===== config.mk =====
export PLATFORM = sky130hd
export DESIGN_NAME = resv_monitor
export DESIGN_NICKNAME = d
export VERILOG_FILES = /design/src/rtl/resv_pkg.sv /design/src/rtl/resv_cat_decode.sv /design/src/rtl/resv_policy_csr.sv /design/src/rtl/resv_monitor.sv
export SDC_FILE = /design/constraint.sdc
export NUM_CORES = 1
export LEC_CHECK = 0
export ABC_CLOCK_PERIOD_IN_PS = 3300
export CORE_ASPECT_RATIO = 1.1
export CORE_MARGIN = 1
export CORE_UTILIZATION = 25
export CTS_CLUSTER_SIZE = 12
export DETAILED_ROUTE_END_ITERATION = 12
export DONT_BUFFER_PORTS = 1
export PLACE_DENSITY = 0.44
export SLEW_MARGIN = 10
export SYNTH_ARGS = -nofsm -noshare
export SYNTH_HDL_FRONTEND = slang
export SYNTH_SLANG_ARGS = --single-unit

===== constraint.sdc =====
create_clock -name clk -period 3.3 [get_ports clk]
set_input_delay 0.66 -clock clk [delete_from_list [all_inputs] [get_ports clk]]
set_output_delay 0.66 -clock clk [all_outputs]
set_load 0.1 [all_outputs]

===== src/rtl/resv_pkg.sv =====
package resv_pkg;
    localparam int WORD_W = 32;

    typedef enum logic [2:0] {
        OP_IDLE  = 3'd0,
        OP_LDEX  = 3'd1,
        OP_STEX  = 3'd2,
        OP_CLR   = 3'd3,
        OP_CSRRD = 3'd4,
        OP_CSRWR = 3'd5
    } resv_op_e;

    typedef enum logic [1:0] {
        POL_RCW   = 2'd0,
        POL_INTEX = 2'd1,
        POL_EXTEX = 2'd2,
        POL_ERROR = 2'd3
    } resv_pol_e;

    typedef struct packed {
        logic              valid;
        logic [WORD_W-1:0] data;
        logic              lserr;
        logic              align;
        logic              priv;
    } resv_rsp_t;
endpackage


===== src/rtl/resv_cat_decode.sv =====
module resv_cat_decode #(
    parameter int ADDR_W  = 32,
    parameter int NUM_CAT = 5,
    parameter int CAT_LSB = 28,
    localparam int FIELD_W = 2 * NUM_CAT,
    localparam int CAT_W   = (NUM_CAT > 1) ? $clog2(NUM_CAT) : 1
) (
    input  logic [ADDR_W-1:0]  addr,
    input  logic [FIELD_W-1:0] field,
    output logic [1:0]         pol
);
    logic [1:0]       pol_arr [NUM_CAT];
    logic [CAT_W-1:0] raw_idx;
    logic [CAT_W-1:0] sel_idx;

    // one policy slot per memory category
    for (genvar c = 0; c < NUM_CAT; c++) begin : g_slot
        assign pol_arr[c] = field[2*c +: 2];
    end

    assign raw_idx = addr[CAT_LSB +: CAT_W];

    always_comb begin
        if (int'(raw_idx) >= NUM_CAT) sel_idx = CAT_W'(NUM_CAT - 1);
        else                          sel_idx = raw_idx;
        pol = pol_arr[sel_idx];
    end
endmodule


===== src/rtl/resv_policy_csr.sv =====
module resv_policy_csr #(
    parameter int FIELD_W = 10,
    parameter logic [FIELD_W-1:0] POLICY_RESET = '0
) (
    input  logic               clk,
    input  logic               rst_n,
    input  logic               wr_en,
    input  logic [FIELD_W-1:0] wr_field,
    output logic [FIELD_W-1:0] field
);
    logic [FIELD_W-1:0] field_d, field_q;

    always_comb begin
        field_d = field_q;
        if (wr_en) field_d = wr_field;
    end

    always_ff @(posedge clk or negedge rst_n) begin
        if (!rst_n) field_q <= POLICY_RESET;
        else        field_q <= field_d;
    end

    assign field = field_q;
endmodule


===== src/rtl/resv_monitor.sv =====
module resv_monitor
    import resv_pkg::*;
#(
    parameter int ADDR_W     = 32,
    parameter int GRAN_BYTES = 4,
    parameter int NUM_CAT    = 5,
    parameter int CAT_LSB    = 28,
    parameter logic [13:0] CSR_CONST = 14'h1C3,
    parameter logic [2*NUM_CAT-1:0] POLICY_RESET = '0
) (
    input  logic              clk,
    input  logic              rst_n,
    input  logic              req_valid,
    input  logic [2:0]        req_op,
    input  logic [ADDR_W-1:0] req_addr,
    input  logic [31:0]       req_wdata,
    input  logic              priv_user,
    input  logic              debug_mode,
    input  logic              exc_return,
    input  logic              snoop_valid,
    input  logic [ADDR_W-1:0] snoop_addr,
    output logic              mem_req,
    output logic              mem_we,
    output logic [1:0]        mem_kind,
    output logic [ADDR_W-1:0] mem_addr,
    output logic [31:0]       mem_wdata,
    input  logic [31:0]       mem_rdata,
    output logic              rsp_valid,
    output logic [31:0]       rsp_data,
    output logic              rsp_lserr,
    output logic              rsp_align_trap,
    output logic              rsp_priv_trap
);
    localparam int FIELD_W = 2 * NUM_CAT;
    localparam int PAD_W   = WORD_W - 14 - FIELD_W;
    localparam logic [ADDR_W-1:0] GRAN_MASK = ~(ADDR_W'(GRAN_BYTES - 1));

    typedef struct packed {
        logic              resv_valid;
        logic [ADDR_W-1:0] resv_gran;
        resv_rsp_t         rsp;
    } mon_state_t;

    mon_state_t st_d, st_q;

    logic [FIELD_W-1:0] policy_field;
    logic [1:0]         req_pol;
    logic               csr_we;
    logic               resv_valid_q;
    logic [ADDR_W-1:0]  resv_gran_q;

    resv_cat_decode #(
        .ADDR_W (ADDR_W),
        .NUM_CAT(NUM_CAT),
        .CAT_LSB(CAT_LSB)
    ) u_cat (
        .addr (req_addr),
        .field(policy_field),
        .pol  (req_pol)
    );

    resv_policy_csr #(
        .FIELD_W     (FIELD_W),
        .POLICY_RESET(POLICY_RESET)
    ) u_csr (
        .clk     (clk),
        .rst_n   (rst_n),
        .wr_en   (csr_we),
        .wr_field(req_wdata[FIELD_W-1:0]),
        .field   (policy_field)
    );

    assign resv_valid_q = st_q.resv_valid;
    assign resv_gran_q  = st_q.resv_gran;

    always_comb begin
        logic       kill;
        logic       misaligned;
        logic       hit;
        logic       denied;
        resv_op_e   op;

        op         = resv_op_e'(req_valid ? req_op : 3'd0);
        // cancel events judged against the reservation held before this cycle
        kill       = exc_return ||
                     (snoop_valid && st_q.resv_valid &&
                      ((snoop_addr & GRAN_MASK) == st_q.resv_gran));
        misaligned = (req_addr[1:0] != 2'b00);
        hit        = st_q.resv_valid && !kill &&
                     ((req_addr & GRAN_MASK) == st_q.resv_gran);
        denied     = priv_user && !debug_mode;

        st_d            = st_q;
        st_d.resv_valid = st_q.resv_valid && !kill;
        st_d.rsp        = '0;
        st_d.rsp.valid  = (op != OP_IDLE);

        mem_req   = 1'b0;
        mem_we    = 1'b0;
        mem_kind  = 2'b00;
        mem_addr  = req_addr;
        mem_wdata = req_wdata;
        csr_we    = 1'b0;

        unique case (op)
            OP_LDEX: begin
                if (misaligned) begin
                    st_d.rsp.align = 1'b1;
                end else begin
                    mem_req         = 1'b1;
                    st_d.rsp.data   = mem_rdata;
                    st_d.resv_valid = 1'b1;
                    st_d.resv_gran  = req_addr & GRAN_MASK;
                end
            end
            OP_STEX: begin
                if (misaligned) begin
                    st_d.rsp.align = 1'b1;
                end else if (hit) begin
                    st_d.resv_valid = 1'b0;
                    if (req_pol == POL_ERROR) begin
                        st_d.rsp.lserr = 1'b1;
                    end else begin
                        mem_req       = 1'b1;
                        mem_we        = 1'b1;
                        mem_kind      = req_pol;
                        st_d.rsp.data = 32'd1;
                    end
                end
            end
            OP_CLR: begin
                st_d.resv_valid = 1'b0;
            end
            OP_CSRRD: begin
                if (denied) st_d.rsp.priv = 1'b1;
                else        st_d.rsp.data = {{PAD_W{1'b0}}, CSR_CONST, policy_field};
            end
            OP_CSRWR: begin
                if (denied) st_d.rsp.priv = 1'b1;
                else        csr_we = 1'b1;
            end
            default: ;
        endcase
    end

    always_ff @(posedge clk or negedge rst_n) begin
        if (!rst_n) st_q <= '0;
        else        st_q <= st_d;
    end

    assign rsp_valid      = st_q.rsp.valid;
    assign rsp_data       = st_q.rsp.data;
    assign rsp_lserr      = st_q.rsp.lserr;
    assign rsp_align_trap = st_q.rsp.align;
    assign rsp_priv_trap  = st_q.rsp.priv;
endmodule


==> load_flow_metrics.sql, run 1 <==
INSERT INTO impl_metrics (metric_group, metric, value, unit) VALUES
('timing', 'report.final.setup_viol', '0', ''),
('floorplan', 'die_height', '136', 'um'),
('worst_setup_path', 'path_delay_family', 'simple AND/OR/NAND/NOR gates', ''),
('worst_setup_path', 'critical_path.endpoint_type', 'primary output', ''),
('drt', 'drcViolationCount', '0', ''),
('synthesis', 'synth-main-ff-cell', 'sky130_fd_sc_hd__dfrtp_1', ''),
('grt', 'global_route_wire_length_before_repair', '15500', 'um'),
('clock_tree', 'tritoncts', 'built', ''),
('synthesis', 'most_frequent_cell_after_synthesis', 'sky130_fd_sc_hd__nand2_1', ''),
('synthesis', 'synth_nets', '545', ''),
('grt', 'grt_pass1_vias', '2717', ''),
('floorplan', 'start_util', '0.258', ''),
('timing', 'worstMarginPinSlew', '906', 'ps'),
('worst_setup_path', 'critical_path_arrival', '2530', 'ps'),
('clock_tree', 'root_buffer', 'sky130_fd_sc_hd__clkbuf_16', ''),
('worst_setup_path', 'crit_buf_inv', '2', ''),
('floorplan', 'top_level_ports', '242', ''),
('worst_setup_path', 'worstPathRequired', '2640', 'ps'),
('power', 'max-vdd-ir-drop', '256', 'uV'),
('worst_setup_path', 'timing.setup.critical_path_class', 'reg2out', ''),
('drt', 'routed-via-count', '2545', ''),
('drt', 'drt_wl_total', '10700', 'um'),
('grt', 'gr-usage-all-layers', '0.129', ''),
('cells_and_area', 'final_nets', '494', ''),
('timing', 'fmax', '0.313', 'GHz'),
('power', 'power_density', '589', 'mW/mm2'),
('synthesis', 'syn-mean-instance-area', '10.1', 'um2'),
('flow_run', 'cap_violations', '0', ''),
('floorplan', 'dieArea', '0.0169', 'mm2'),
('timing', 'clock-skew-final', '5.13', 'ps'),
('synthesis', 'synth-seq-cells', '77', ''),
('synthesis', 'ys_async_sr_fraction', '1.00', ''),
('place', 'port_buffers', '0', ''),
('place', 'dp_hpwl', '7830', 'um'),
('power', 'total_power', '2.57', 'mW'),
('grt', 'grt_max_degree', '64', ''),
('floorplan', 'die_x', '124', 'um'),
('floorplan', 'placement_rows', '48', ''),
('worst_setup_path', 'crit_path_max_fanout', '5', ''),
('clock_tree', 'cts.clk_slew.worst_paths', '60', 'ps'),
('drt', 'antenna_left', '0', ''),
('synthesis', 'mappedNetlistArea', '0.00409', 'mm2'),
('worst_setup_path', 'crit_path_cell_trace', 'xor2_1 -> nor4_2 -> nand4_1 -> nor4_4 -> buf_4 -> nand4_4 -> nor3_4 -> buf_12', ''),
('drt', 'drt-wirelength-per-cell', '19.1', 'um'),
('synthesis', 'synth.distinct_cells', '35', ''),
('clock_tree', 'tritoncts.num_buffers', '9', ''),
('synthesis', 'yosys_warnings', '0', ''),
('clock_tree', 'clock_sink_count', '77', ''),
('synthesis', 'synth_edf_count', '0', ''),
('synthesis', 'syn-instance-count', '407', ''),
('cells_and_area', 'synthToLayoutAreaGrowth', '6.42', '%'),
('worst_setup_path', 'cp_slowest_cell', 'sky130_fd_sc_hd__dfrtp_1', ''),
('worst_hold_path', 'hp-class', 'in2async', ''),
('synthesis', 'synth.area.top_cells', 'sky130_fd_sc_hd__dfrtp_1, sky130_fd_sc_hd__buf_4, sky130_fd_sc_hd__nand2_1', ''),
('clock_tree', 'clk_latency', '340', 'ps'),
('grt', 'global_route.overflow_total', '0', ''),
('synthesis', 'yosys.area.top_type', 'sky130_fd_sc_hd__dfrtp_1', ''),
('place', 'gp_congestion', '0.699', ''),
('power', 'leakagePower', '2.03', 'nW'),
('timing', 'maxSlewHeadroom', '0.393', ''),
('run_status', 'run_status', 'finished, final reports clean', ''),
('floorplan', 'coreArea', '0.0159', 'mm2'),
('timing', 'report.final.hold_viol_count', '0', ''),
('synthesis', 'yosys.area.top_type_share', '0.471', ''),
('drt', 'drtIter0Drc', '87', ''),
('synthesis', 'yosysSeqAreaShare', '0.471', ''),
('worst_setup_path', 'timing.critical_path.slowest_cell_delay', '390', 'ps'),
('timing', 'setup_repair_after_global_routing_missed_its_margin', 'yes', ''),
('timing', 'finalWorstPathRequiredPeriod', '3190', 'ps'),
('timing', 'final_min_period_over_clock_period', '0.967', ''),
('clock_tree', 'cts_max_level', '3', ''),
('drt', 'vias_per_cell', '4.53', ''),
('clock_tree', 'max-clock-path-buffers', '2', ''),
('drt', 'drt_first_pass_iters', '4', ''),
('timing', 'setup_total_negative_slack', '0', 'ps'),
('grt', 'antenna_found_initial', '1', ''),
('cells_and_area', 'layout_cell_share_with_drive_strength_beyond_1', '0.144', ''),
('worst_setup_path', 'type_of_origin_of_the_critical_path', 'flip-flop', ''),
('timing', 'slew_viol_final', '0', ''),
('synthesis', 'synth_top_cells_by_count', 'sky130_fd_sc_hd__nand2_1, sky130_fd_sc_hd__dfrtp_1, sky130_fd_sc_hd__buf_4', '');
## through the flow
step	util	hold slack, ps	instance area (um2)	std cells	worst slack, ps
after floorplan	-	364	4110	407	-372
after global placement	0.251	367	3980	539	76.3
after CTS	0.273	198	4320	557	44.1
final	0.275	185	4360	562	108
after detailed placement	0.251	366	3980	539	59.8
after global routing	0.275	202	4350	561	-30.8
## what timing repair did
action | in CTS | in global routing
hold endpoints to repair | 63 | 0
setup endpoints to repair | 3 | 4
hold buffers | 2 | 0
pin swaps | 1 | 7
buffers inserted | 0 | 4
resized for setup | 1 | 0
## flip-flops by register name (all words and copies together), names as in the netlist
| register | flops |
|---|---|
| resv_gran_q | 30 |
| rsp_lserr | 1 |
| rsp_priv_trap | 1 |
| rsp_align_trap | 1 |
| u_csr.field | 10 |
| resv_valid_q | 1 |
| rsp_valid | 1 |
| rsp_data | 32 |
## cell type report
cell class / count / area [um2]
Antenna cell: 1 / 2.50
Clock buffer: 9 / 225
Clock inverter: 7 / 75.1
Fill cell: 1669 / 11500
Inverter: 1 / 3.75
Multi-Input combinational cell: 252 / 1670
Sequential cell: 77 / 1930
Tap cell: 200 / 250
Timing Repair Buffer: 15 / 198
## layout by cell type, fill, tap and decap left out, types with 2 or more instances in the layout
master                        n
sky130_fd_sc_hd__a21o_1       5
sky130_fd_sc_hd__a22o_1       9
sky130_fd_sc_hd__a22oi_1      2
sky130_fd_sc_hd__and2_1      17
sky130_fd_sc_hd__buf_12       5
sky130_fd_sc_hd__buf_4        8
sky130_fd_sc_hd__clkbuf_16    9
sky130_fd_sc_hd__clkinvlp_4   3
sky130_fd_sc_hd__dfrtp_1     77
sky130_fd_sc_hd__mux2_2      10
sky130_fd_sc_hd__mux2i_1      4
sky130_fd_sc_hd__nand2_1     93
sky130_fd_sc_hd__nand2b_1     2
sky130_fd_sc_hd__nand3_1      2
sky130_fd_sc_hd__nand4_1     11
sky130_fd_sc_hd__nor2_1       6
sky130_fd_sc_hd__nor2b_1      2
sky130_fd_sc_hd__nor4_1       5
sky130_fd_sc_hd__nor4_2       4
sky130_fd_sc_hd__o21ai_0      2
sky130_fd_sc_hd__xnor2_1     30
sky130_fd_sc_hd__xor2_1      31
## routing by layer
layer | track usage | wire [um] | part of all wire | vias up
li1 | - | - | - | 1163
met1 | 0.143 | 4250 | 0.40 | 1232
met2 | 0.222 | 5330 | 0.50 | 135
met3 | 0.0449 | 991 | 0.092 | 15
met4 | 0.0582 | 174 | 0.016 | 0
met5 | 0 | 0 | 0 | -
## where the power goes
part           switching (mW)  internal, mW  leakage (nW)
combinational           0.175         0.182         0.872
clock                   0.414         0.588         0.138
sequential              0.160          1.05          1.02
## cell families after synthesis
group           share of synthesized area
compound gates                     0.0413
xor+xnor                            0.131
buf+inv                             0.131
flops                               0.471
mux                                0.0373
simple gates                        0.189
## final timing paths
kind / start / endpoint / slack (ps) / cells after the start
worst max register to register: resv_gran_q[5] / rsp_lserr / 1240 / 7
worst min register to register: u_csr.field[1] / rsp_data[1] / 530 / 1
max in group asynchronous: rst_n / u_csr.field[8] / 1860 / 1
worst max-delay path: resv_gran_q[5] / mem_kind[0] / 110 / 8
worst min-delay path: rst_n / resv_gran_q[10] / 180 / 1
min in group clk: req_op[2] / rsp_align_trap / 380 / 1
No activity file was read; power rests on OpenSTA's default activity.
==> inputs of run 2 (changes only) <==
--- a/config.mk
+++ b/config.mk
@@ -6,6 +6,7 @@
 export NUM_CORES = 1
 export LEC_CHECK = 0
 export ABC_CLOCK_PERIOD_IN_PS = 3300
+export CAP_MARGIN = 20
 export CORE_ASPECT_RATIO = 1.1
 export CORE_MARGIN = 1
 export CORE_UTILIZATION = 25
==> results of run 2 <==
Same layout as run 1: the final DEF is identical, and so are final timing and power.
==> inputs of run 3 (changes only) <==
--- a/config.mk
+++ b/config.mk
@@ -5,7 +5,7 @@
 export SDC_FILE = /design/constraint.sdc
 export NUM_CORES = 1
 export LEC_CHECK = 0
-export ABC_CLOCK_PERIOD_IN_PS = 3300
+export ABC_CLOCK_PERIOD_IN_PS = 2900
 export CAP_MARGIN = 20
 export CORE_ASPECT_RATIO = 1.1
 export CORE_MARGIN = 1
@@ -13,7 +13,8 @@
 export CTS_CLUSTER_SIZE = 12
 export DETAILED_ROUTE_END_ITERATION = 12
 export DONT_BUFFER_PORTS = 1
-export PLACE_DENSITY = 0.44
+export GPL_ROUTABILITY_DRIVEN = 0
+export PLACE_DENSITY = 0.46
 export SLEW_MARGIN = 10
 export SYNTH_ARGS = -nofsm -noshare
 export SYNTH_HDL_FRONTEND = slang
==> constraint.sdc (replaced) <==
create_clock -name clk -period 2.9 [get_ports clk]
set_input_delay 0.58 -clock clk [delete_from_list [all_inputs] [get_ports clk]]
set_output_delay 0.58 -clock clk [all_outputs]
set_load 0.1 [all_outputs]
==> load_flow_metrics.sql, run 3 (same netlist as run 1, synthesis figures left out) <==
INSERT INTO impl_metrics (metric_group, metric, value, unit) VALUES
('power', 'total_power', '2.96', 'mW'),
('cells_and_area', 'diodes', '0', ''),
('run_status', 'run_status', 'complete, but fails checks', ''),
('power', 'max-vdd-ir-drop', '243', 'uV'),
('grt', 'global_route_wire_length_before_repair', '15800', 'um'),
('timing', 'maxSlewHeadroom', '0.387', ''),
('worst_hold_path', 'hp-class', 'in2async', ''),
('drt', 'vias_per_cell', '4.56', ''),
('clock_tree', 'cts.clk_slew.worst_paths', '60', 'ps'),
('cells_and_area', 'synthToLayoutAreaGrowth', '7.98', '%'),
('floorplan', 'top_level_ports', '242', ''),
('floorplan', 'placement_rows', '48', ''),
('power', 'internal_power', '2.12', 'mW'),
('power', 'p_seq_frac', '0.463', ''),
('clock_tree', 'max-clock-path-buffers', '2', ''),
('clock_tree', 'clock_sink_count', '77', ''),
('drt', 'drtIter0Drc', '100', ''),
('cells_and_area', 'largest_register_ff_count', '32', ''),
('timing', 'slew_viol_final', '0', ''),
('timing', 'setup_total_negative_slack', '-330', 'ps'),
('drt', 'drt-wirelength-per-cell', '18.5', 'um'),
('worst_setup_path', 'timing.critical_path.slowest_cell_delay', '420', 'ps'),
('worst_setup_path', 'type_of_origin_of_the_critical_path', 'flip-flop', ''),
('worst_setup_path', 'critical_path.endpoint_type', 'primary output', ''),
('power', 'netSwitchingFraction', '0.283', ''),
('place', 'dpl-instance-area', '0.00402', 'mm2'),
('floorplan', 'coreArea', '0.0159', 'mm2'),
('cells_and_area', 'layout.cells.most_common', 'sky130_fd_sc_hd__nand2_1', ''),
('worst_setup_path', 'critical_path_arrival', '2430', 'ps'),
('place', 'port_buffers', '0', ''),
('timing', 'final.setup.worst_slack', '-109', 'ps'),
('floorplan', 'die_x', '124', 'um'),
('clock_tree', 'tritoncts.num_buffers', '9', ''),
('run_status', 'failed_checks', 'negative setup slack', ''),
('cells_and_area', 'layout_cell_share_with_drive_strength_beyond_1', '0.163', ''),
('timing', 'setup_repair_after_global_routing_missed_its_margin', 'yes', ''),
('timing', 'fmax', '0.332', 'GHz'),
('cells_and_area', 'final_nets', '501', ''),
('grt', 'gr-usage-all-layers', '0.131', ''),
('clock_tree', 'clk_latency', '340', 'ps'),
('grt', 'grt_max_degree', '78', ''),
('clock_tree', 'tritoncts', 'built', ''),
('power', 'leakagePower', '2.07', 'nW'),
('timing', 'report.final.setup_viol', '4', ''),
('timing', 'final_min_period_over_clock_period', '1.04', ''),
('power', 'p_comb_frac', '0.144', ''),
('worst_setup_path', 'crit_buf_inv', '2', ''),
('worst_setup_path', 'timing.setup.critical_path_class', 'reg2out', ''),
('worst_setup_path', 'crit_path_max_fanout', '4', ''),
('grt', 'grt_pass1_vias', '2826', ''),
('timing', 'clock-skew-final', '3.50', 'ps'),
('worst_setup_path', 'worstPathRequired', '2320', 'ps'),
('drt', 'antenna_left', '0', ''),
('timing', 'worstMarginPinSlew', '920', 'ps'),
('grt', 'global_route.overflow_total', '0', ''),
('worst_setup_path', 'crit_path_cell_trace', 'xor2_1 -> nor4_1 -> nand4_1 -> nor4_4 -> nand4_4 -> buf_4 -> nor2_4 -> buf_12', ''),
('flow_run', 'cap_violations', '0', ''),
('drt', 'drt_wl_total', '10500', 'um'),
('cells_and_area', 'layout_common_cells', 'sky130_fd_sc_hd__nand2_1, sky130_fd_sc_hd__dfrtp_1, sky130_fd_sc_hd__xor2_1, sky130_fd_sc_hd__xnor2_1, sky130_fd_sc_hd__and2_1', ''),
('drt', 'routed-via-count', '2589', ''),
('worst_setup_path', 'cp_slowest_cell', 'sky130_fd_sc_hd__nor4_4', ''),
('power', 'power_switching', '838', 'uW'),
('cells_and_area', 'final_design_area_no_fill', '0.00442', 'mm2'),
('power', 'power_density', '670', 'mW/mm2'),
('cells_and_area', 'postLayoutCoreUtil', '0.279', ''),
('worst_setup_path', 'path_delay_family', 'simple AND/OR/NAND/NOR gates', ''),
('drt', 'drt_first_pass_iters', '4', ''),
('floorplan', 'start_util', '0.258', ''),
('place', 'dp_hpwl', '7920', 'um'),
('grt', 'antenna_found_initial', '0', ''),
('drt', 'drcViolationCount', '0', ''),
('floorplan', 'die_height', '136', 'um'),
('clock_tree', 'root_buffer', 'sky130_fd_sc_hd__clkbuf_16', ''),
('floorplan', 'dieArea', '0.0169', 'mm2'),
('worst_setup_path', 'r2r_slack', '560', 'ps'),
('timing', 'finalWorstPathRequiredPeriod', '3010', 'ps'),
('clock_tree', 'cts_max_level', '3', ''),
('timing', 'report.final.hold_viol_count', '0', ''),
('power', 'clkPwrFrac', '0.393', '');
run 3: cell types whose count changed in the layout (fill, tap and decap cells not counted), sizes merged:
cell         before  now
buf              14   22
clkbuf            9   11
clkinvlp          3    2
diode             1    0
dlygate4sd3       1    0
inv               2    1
run 3: per-layer routing:
layer  GRT usage  share of wire  routed length, um
met3      0.0520          0.089                940
met4      0.0522          0.015                153
met2       0.223           0.50               5310
met1       0.145           0.39               4130
met5           0              0                  0
run 3: worst reg2reg max path: stages, from the launching register on:
cell and delay (ps):
sky130_fd_sc_hd__dfrtp_1 380, sky130_fd_sc_hd__xor2_1 160, sky130_fd_sc_hd__nor4_1 300, sky130_fd_sc_hd__nand4_1 190
sky130_fd_sc_hd__nor4_4 420, sky130_fd_sc_hd__nand4_4 180, sky130_fd_sc_hd__buf_4 180, sky130_fd_sc_hd__buf_4 120
sky130_fd_sc_hd__buf_4 110, sky130_fd_sc_hd__nor3_1 200
run 3: final cells by class:
cell class	instances	area [um2]
Clock buffer	11	253
Clock inverter	5	58.8
Fill cell	1651	11400
Inverter	1	3.75
Multi-Input combinational cell	252	1680
Sequential cell	77	1930
Tap cell	200	250
Timing Repair Buffer	22	248
run 3: path summary, 6_finish.rpt:
path,start,to,cells after the start
setup / recovery,resv_gran_q[30],mem_kind[1],8
hold / removal,rst_n,resv_gran_q[8],1
min in group clk,req_op[2],rsp_align_trap,1
max in group asynchronous,rst_n,resv_gran_q[15],1
setup reg to reg,resv_gran_q[30],rsp_lserr,9
hold reg to reg,u_csr.field[1],rsp_data[1],1
run 3: stage by stage:
step,cells,worst slack (ps),hold WS (ps)
floorplan,407,-243,284
global placement,544,-103,286
detailed placement,544,-80.6,286
CTS,566,-178,141
global route,568,-303,127
finish,568,-109,91.6
run 3: power by group through the flow:
stage / combinational, mW / sequential [mW] / clock, mW
2_1_floorplan: 0.722 / 1.37 / 0
3_3_place_gp: 0.383 / 1.39 / 0
3_5_place_dp: 0.391 / 1.40 / 0
4_1_cts: 0.433 / 1.38 / 1.21
5_1_grt: 0.487 / 1.39 / 1.26
6_report: 0.428 / 1.37 / 1.16
run 3: repair_timing:
action	CTS	global route
endpoints found under the setup margin	4	4
hold endpoints to repair	77	0
buffers inserted	5	2
pin swaps	8	1
hold buffers	1	0
resized for setup	1	0
